`config.mk`:
```
export PLATFORM = sky130hd
export DESIGN_NAME = seg_delay_locator
export DESIGN_NICKNAME = d
export VERILOG_FILES = /design/src/rtl/sdl_pkg.sv /design/src/rtl/sdl_score.sv /design/src/rtl/sdl_result_reg.sv /design/src/rtl/sdl_peak_track.sv /design/src/rtl/seg_delay_locator.sv
export SDC_FILE = /design/constraint.sdc
export NUM_CORES = 1
export LEC_CHECK = 0
export CELL_PAD_IN_SITES_DETAIL_PLACEMENT = 1
export CELL_PAD_IN_SITES_GLOBAL_PLACEMENT = 2
export CORE_MARGIN = 2
export CORE_UTILIZATION = 30
export DETAILED_ROUTE_END_ITERATION = 8
export PLACE_DENSITY_LB_ADDON = 0.1
export REMOVE_ABC_BUFFERS = 1
export SETUP_SLACK_MARGIN = 0.4
export SYNTH_ARGS = -nofsm -noshare
export SYNTH_HDL_FRONTEND = slang
export SYNTH_SLANG_ARGS = --single-unit
```
`constraint.sdc`:
```
create_clock -name clk -period 3.1 [get_ports clk]
set_clock_uncertainty 0.05 [all_clocks]
set_input_delay 0.31 -clock clk [delete_from_list [all_inputs] [get_ports clk]]
set_output_delay 0.31 -clock clk [all_outputs]
set_load 0.03 [all_outputs]
```
`src/rtl/sdl_pkg.sv`:
```
package sdl_pkg;
  // Direction indices used by the scoring lanes.
  localparam int DIR_RISE = 0;
  localparam int DIR_FALL = 1;
  localparam int N_DIR    = 2;

  typedef struct packed {
    logic fall_slow;
    logic rise_slow;
  } slow_t;
endpackage

```
`src/rtl/sdl_score.sv`:
```
module sdl_score #(
  parameter int CNT_W = 16,
  localparam int DEV_W = CNT_W + 1
) (
  input  logic [CNT_W-1:0]        rise,
  input  logic [CNT_W-1:0]        fall,
  input  logic [CNT_W-1:0]        nom,
  input  logic [CNT_W-1:0]        thresh,
  output logic signed [DEV_W-1:0] dev,
  output sdl_pkg::slow_t          slow
);
  logic [sdl_pkg::N_DIR-1:0][CNT_W-1:0] meas;
  logic signed [DEV_W-1:0] lane_dev [sdl_pkg::N_DIR];
  logic [sdl_pkg::N_DIR-1:0] lane_slow;
  logic signed [DEV_W-1:0] thr_s;

  assign meas[sdl_pkg::DIR_RISE] = rise;
  assign meas[sdl_pkg::DIR_FALL] = fall;
  assign thr_s = $signed({1'b0, thresh});

  // One identical scoring lane per transition direction.
  for (genvar g = 0; g < sdl_pkg::N_DIR; g++) begin : g_lane
    assign lane_dev[g]  = $signed({1'b0, meas[g]}) - $signed({1'b0, nom});
    assign lane_slow[g] = lane_dev[g] > thr_s;
  end

  assign dev = (lane_dev[sdl_pkg::DIR_RISE] > lane_dev[sdl_pkg::DIR_FALL])
               ? lane_dev[sdl_pkg::DIR_RISE] : lane_dev[sdl_pkg::DIR_FALL];
  assign slow.rise_slow = lane_slow[sdl_pkg::DIR_RISE];
  assign slow.fall_slow = lane_slow[sdl_pkg::DIR_FALL];
endmodule

```
`src/rtl/sdl_result_reg.sv`:
```
module sdl_result_reg #(
  parameter int CNT_W = 16,
  parameter int N_REG = 16,
  localparam int ID_W  = (N_REG > 1) ? $clog2(N_REG) : 1,
  localparam int DEV_W = CNT_W + 1
) (
  input  logic                    clk,
  input  logic                    rst_n,
  input  logic                    clr,
  input  logic                    take,
  input  logic                    drain,
  input  logic [ID_W-1:0]         id,
  input  logic signed [DEV_W-1:0] dev,
  input  sdl_pkg::slow_t          slow,
  output logic                    res_valid,
  output logic [ID_W-1:0]         res_id,
  output logic signed [DEV_W-1:0] res_dev,
  output logic                    res_rise_slow,
  output logic                    res_fall_slow,
  output logic                    res_fault,
  output logic [N_REG-1:0]        fault_map
);
  logic bad;
  assign bad = slow.rise_slow | slow.fall_slow;

  always_ff @(posedge clk or negedge rst_n) begin
    if (!rst_n) begin
      res_valid     <= 1'b0;
      res_id        <= '0;
      res_dev       <= '0;
      res_rise_slow <= 1'b0;
      res_fall_slow <= 1'b0;
      res_fault     <= 1'b0;
    end else if (clr) begin
      res_valid <= 1'b0;
    end else if (take) begin
      res_valid     <= 1'b1;
      res_id        <= id;
      res_dev       <= dev;
      res_rise_slow <= slow.rise_slow;
      res_fall_slow <= slow.fall_slow;
      res_fault     <= bad;
    end else if (drain) begin
      res_valid <= 1'b0;
    end
  end

  // Sticky per-region fault bits.
  for (genvar g = 0; g < N_REG; g++) begin : g_map
    always_ff @(posedge clk or negedge rst_n) begin
      if (!rst_n)
        fault_map[g] <= 1'b0;
      else if (clr)
        fault_map[g] <= 1'b0;
      else if (take && bad && (id == ID_W'(g)))
        fault_map[g] <= 1'b1;
    end
  end
endmodule

```
`src/rtl/sdl_peak_track.sv`:
```
module sdl_peak_track #(
  parameter int CNT_W = 16,
  parameter int N_REG = 16,
  localparam int ID_W  = (N_REG > 1) ? $clog2(N_REG) : 1,
  localparam int DEV_W = CNT_W + 1
) (
  input  logic                    clk,
  input  logic                    rst_n,
  input  logic                    clr,
  input  logic                    take,
  input  logic                    last,
  input  logic [ID_W-1:0]         id,
  input  logic signed [DEV_W-1:0] dev,
  output logic                    loc_valid,
  output logic [ID_W-1:0]         loc_id,
  output logic signed [DEV_W-1:0] loc_dev
);
  logic have;
  logic wins;

  // Larger deviation wins; on equal deviation the lower id wins.
  assign wins = !have || (dev > loc_dev) || ((dev == loc_dev) && (id < loc_id));

  always_ff @(posedge clk or negedge rst_n) begin
    if (!rst_n) begin
      have      <= 1'b0;
      loc_valid <= 1'b0;
      loc_id    <= '0;
      loc_dev   <= '0;
    end else if (clr) begin
      have      <= 1'b0;
      loc_valid <= 1'b0;
    end else if (take) begin
      have <= 1'b1;
      if (wins) begin
        loc_id  <= id;
        loc_dev <= dev;
      end
      if (last) loc_valid <= 1'b1;
    end
  end
endmodule

```
`src/rtl/seg_delay_locator.sv`:
```
module seg_delay_locator #(
  parameter int CNT_W = 16,
  parameter int N_REG = 16,
  localparam int ID_W  = (N_REG > 1) ? $clog2(N_REG) : 1,
  localparam int DEV_W = CNT_W + 1
) (
  input  logic                    clk,
  input  logic                    rst_n,
  input  logic                    clr,
  input  logic [CNT_W-1:0]        thresh,
  input  logic                    in_valid,
  output logic                    in_ready,
  input  logic [ID_W-1:0]         in_id,
  input  logic [CNT_W-1:0]        in_rise,
  input  logic [CNT_W-1:0]        in_fall,
  input  logic [CNT_W-1:0]        in_nom,
  input  logic                    in_last,
  output logic                    res_valid,
  input  logic                    res_ready,
  output logic [ID_W-1:0]         res_id,
  output logic signed [DEV_W-1:0] res_dev,
  output logic                    res_rise_slow,
  output logic                    res_fall_slow,
  output logic                    res_fault,
  output logic [N_REG-1:0]        fault_map,
  output logic                    loc_valid,
  output logic [ID_W-1:0]         loc_id,
  output logic signed [DEV_W-1:0] loc_dev
);
  logic                    take;
  logic signed [DEV_W-1:0] sc_dev;
  sdl_pkg::slow_t          sc_slow;

  assign in_ready = !clr && !loc_valid && (!res_valid || res_ready);
  assign take     = in_valid && in_ready;

  sdl_score #(.CNT_W(CNT_W)) u_score (
    .rise(in_rise), .fall(in_fall), .nom(in_nom), .thresh(thresh),
    .dev(sc_dev), .slow(sc_slow)
  );

  sdl_result_reg #(.CNT_W(CNT_W), .N_REG(N_REG)) u_res (
    .clk(clk), .rst_n(rst_n), .clr(clr), .take(take), .drain(res_ready),
    .id(in_id), .dev(sc_dev), .slow(sc_slow),
    .res_valid(res_valid), .res_id(res_id), .res_dev(res_dev),
    .res_rise_slow(res_rise_slow), .res_fall_slow(res_fall_slow),
    .res_fault(res_fault), .fault_map(fault_map)
  );

  sdl_peak_track #(.CNT_W(CNT_W), .N_REG(N_REG)) u_peak (
    .clk(clk), .rst_n(rst_n), .clr(clr), .take(take), .last(in_last),
    .id(in_id), .dev(sc_dev),
    .loc_valid(loc_valid), .loc_id(loc_id), .loc_dev(loc_dev)
  );
endmodule

```
==> results.sh <==
export IMPL_status="complete, but fails checks"
export IMPL_violations="negative setup slack"
export IMPL_clkLatencyLatePin_ns=0.33
export IMPL_reg2reg_to="u_peak.loc_dev[2]$_DFFE_PN0P_"
export IMPL_worstPathArrival_ns=6.12
export IMPL_grt_pass1_vias=7220
export IMPL_cp_end_kind="flop"
export IMPL_hold_end="u_res.res_id[2]$_DFFE_PN0P_"
export IMPL_route_vias_total=6403
export IMPL_numPortBuffers=137
export IMPL_drc=0
export IMPL_fin_area_um2=11200
export IMPL_drive_above_1_share=0.459
export IMPL_fp_row_count=51
export IMPL_yosys_warnings=0
export IMPL_tightest_slew_ns=0.689
export IMPL_power_density_nw_per_um2=671
export IMPL_min_period_ns=5.96
export IMPL_die_x_um=144
export IMPL_synth_async_reset_ratio=1.00
export IMPL_antenna_found_initial=0
export IMPL_path_class="primary input to flop"
export IMPL_cpPeakStageDelay_ns=0.39
export IMPL_worstPathRequired_ns=3.26
export IMPL_grt_pass1_wl_mm=36.4
export IMPL_hold_violations=0
export IMPL_cts_buffer_depth=2
export IMPL_regToRegSetupSlack_ns=0.49
export IMPL_peakVddDrop_uv=310
export IMPL_drv_slew=0
export IMPL_track_usage=0.224
export IMPL_critPathMostFrequentCell="buf_6"
export IMPL_drtAntennaViolNets=0
export IMPL_final_nets=1233
export IMPL_r2r_start="u_peak.loc_dev[1]$_DFFE_PN0P_"
export IMPL_yosys_top_cells_area="dfrtp_1 (27%), ha_1 (21%), inv_1 (6.7%)"
export IMPL_synth_edf_count=0
export IMPL_coreArea_um2=19400
export IMPL_hold_start="u_res.res_id[2]$_DFFE_PN0P_"
export IMPL_cts_tree="done"
export IMPL_die_y_um=144
export IMPL_drtIter0Drc=103
export IMPL_fmax_mhz=168
export IMPL_synthAdderAreaFrac=0.219
export IMPL_synth_xor_area_frac=0.0365
export IMPL_dpl_hpwl_mm=18.1
export IMPL_synth_top_family_by_area="adder cells"
export IMPL_synth_distinct_cells=64
export IMPL_wire_per_inst_um=18.2
export IMPL_h_tree_depth=3
export IMPL_viasPerCell=4.83
export IMPL_setup_viol=57
export IMPL_die_area_um2=20800
export IMPL_path_max_fanout=6
export IMPL_overflow=0
export IMPL_rsz0062_at_grt="yes"
export IMPL_leakage_nw=5.21
export IMPL_fin_total_pwr_mw=7.52
export IMPL_worstRegToRegCells=10
export IMPL_avgSynthCellArea_um2=8.79
export IMPL_slowest_stage="o32a_1"
export IMPL_min_path_type="flop to flop"
export IMPL_synth_compound_area_frac=0.210
export IMPL_gp_congestion=0.905
export IMPL_dr_pass1_iters=4
export IMPL_syn_area_um2=5900
export IMPL_placement_cell_area_um2=8950
export IMPL_syn_inst=671
export IMPL_ys_ff_latch=64
export IMPL_syn_to_final_growth_pct=90.3
export IMPL_clk_pin_slew_worst_paths_ns=0.06
export IMPL_clockRootBuffer="clkbuf_16"
export IMPL_start_util=0.304
export IMPL_start_kind="primary input"
export IMPL_synthSimpleGateAreaFrac=0.124
export IMPL_fin_ws_ns=-2.86
export IMPL_ioPinCount=138
export IMPL_cts_inserted_buffers=9
export IMPL_max_cap_violations=0
export IMPL_synthMuxAreaShare=0.0641
export IMPL_cts_sinks=64
export IMPL_yosys_area_top_type="dfrtp_1"
export IMPL_synth_top_area_frac=0.272
export IMPL_hold_depth=2
export IMPL_wirelength_mm=24.1
export IMPL_slew_headroom=0.540
export IMPL_post_route_period_util=1.92
export IMPL_synthFlopType="dfrtp_1"
export IMPL_grt_max_degree=30
export IMPL_yosysSeqAreaShare=0.272
export IMPL_n_antenna_cell=0
-- metal layers --
layer / wire [um] / share of wire / up-vias / track usage
met5: 0 / 0 / - / 0
met2: 13600 / 0.56 / 110 / 0.451
met1: 9660 / 0.40 / 3141 / 0.249
li1: - / - / 3128 / -
met4: 417 / 0.017 / 0 / 0.0608
met3: 448 / 0.019 / 24 / 0.0162
-- worst max-delay path: cells and delay by family --
kind	cells	cell delay, ns
AO/OA/AOI/OAI	9	1.84
XOR/XNOR	1	0.22
adder cells (fa/ha/maj)	3	0.94
buffers and inverters	10	1.16
multiplexers	2	0.63
AND/OR/NAND/NOR	6	0.99
-- cell families (layout without fill, tap and decap cells) --
family | Yosys count | in the layout
AOI/OAI and AO/OA | 185 | 185
muxes | 32 | 32
xor gates and xnor gates | 23 | 23
buffers and inverters | 116 | 507
DFF | 64 | 64
adders and majority gates | 102 | 102
and+or+nand+nor | 149 | 149
-- worst max-delay path by stage --
stage / from / to / cells past startpoint
floorplan: in_nom[1] / u_peak.loc_id[0]$_DFFE_PN0P_ / 25
detailed placement: in_nom[4] / u_peak.loc_dev[9]$_DFFE_PN0P_ / 29
global route: in_nom[1] / u_peak.loc_dev[1]$_DFFE_PN0P_ / 36
CTS: in_nom[1] / u_peak.loc_dev[10]$_DFFE_PN0P_ / 30
global placement: in_nom[4] / u_peak.loc_dev[9]$_DFFE_PN0P_ / 29
finish: in_nom[1] / u_peak.loc_dev[2]$_DFFE_PN0P_ / 31
-- synth_stat cells, types with 16 or more instances --
cell,number
ha_1,100
a21o_1,18
o21a_1,16
xnor2_1,17
nor2_1,35
inv_1,105
o22ai_1,17
dfrtp_1,64
nand2_1,47
a21oi_1,48
o21ai_0,25
-- flip-flops by register name, summed over array words and instances (netlist names) --
signal,flops
u_peak.loc_dev,17
u_res.res_dev,17
u_res.fault_map,16
u_peak.loc_id,4
u_res.res_id,4
u_peak.have,1
u_peak.loc_valid,1
u_res.res_fall_slow,1
u_res.res_fault,1
u_res.res_rise_slow,1
u_res.res_valid,1
-- where the power goes --
part           internal, mW  switching [mW]
sequential             1.09           0.227
combinational          2.60            2.47
clock                 0.753           0.385
total                  4.44            3.09
-- area by class of cell --
class / count / area [um^2]
Inverter: 105 / 399
Clock buffer: 11 / 253
Sequential cell: 64 / 1600
Clock inverter: 5 / 85.1
Fill cell: 2169 / 8180
Timing Repair Buffer: 386 / 3400
Tap cell: 265 / 332
Multi-Input combinational cell: 491 / 5150
-- what timing repair did --
item                       4_1_cts  5_1_grt
setup endpoints to repair       57       57
cloned                           1        1
hold endpoints to repair        25        0
setup buffers                   47       14
pin swaps                       86       63
hold buffers                     1        0
resized for setup              230      100
-- layout by cell type (no fill, tap or decap), types with 6 or more instances in the layout --
| master | Yosys | final |
|---|---|---|
| buf_4 | 0 | 210 |
| clkdlybuf4s50_1 | 0 | 112 |
| inv_1 | 105 | 87 |
| dfrtp_1 | 64 | 64 |
| ha_1 | 100 | 63 |
| nand2_1 | 47 | 39 |
| ha_4 | 0 | 36 |
| buf_6 | 1 | 36 |
| nor2_1 | 35 | 26 |
| a21oi_1 | 48 | 26 |
| a21o_1 | 18 | 18 |
| a21oi_2 | 0 | 18 |
| inv_2 | 0 | 16 |
| mux2_4 | 9 | 16 |
| o21a_1 | 16 | 15 |
| o21ai_2 | 2 | 15 |
| o21ai_0 | 25 | 13 |
| nand2b_1 | 13 | 11 |
| mux2i_4 | 0 | 11 |
| clkbuf_16 | 0 | 11 |
| xnor2_1 | 17 | 10 |
| nand4_1 | 10 | 10 |
| o21ai_1 | 12 | 9 |
| o22ai_2 | 0 | 9 |
| dlygate4sd2_1 | 0 | 9 |
| o22ai_1 | 17 | 8 |
| a211oi_1 | 12 | 7 |
| nor2b_1 | 9 | 7 |
| nand2_2 | 0 | 7 |
| xnor2_2 | 0 | 7 |
| a21oi_4 | 2 | 6 |
| a211oi_2 | 2 | 6 |
-- stage by stage --
| step | TNS [ns] | setup WS [ns] | cells | util | hold WS [ns] |
|---|---|---|---|---|---|
| 6_report | -126.97 | -2.86 | 1327 | 0.578 | 0.418 |
| 5_1_grt | -137.83 | -3.06 | 1327 | 0.578 | 0.458 |
| 4_1_cts | -117.43 | -2.67 | 1312 | 0.547 | 0.426 |
| 3_5_place_dp | -150.46 | -3.93 | 1247 | 0.462 | 0.310 |
| 3_3_place_gp | -142.60 | -3.75 | 1247 | 0.462 | 0.295 |
| 2_1_floorplan | -112.23 | -3.87 | 660 | - | -0.0356 |
No activity file was read; power rests on OpenSTA's default activity.
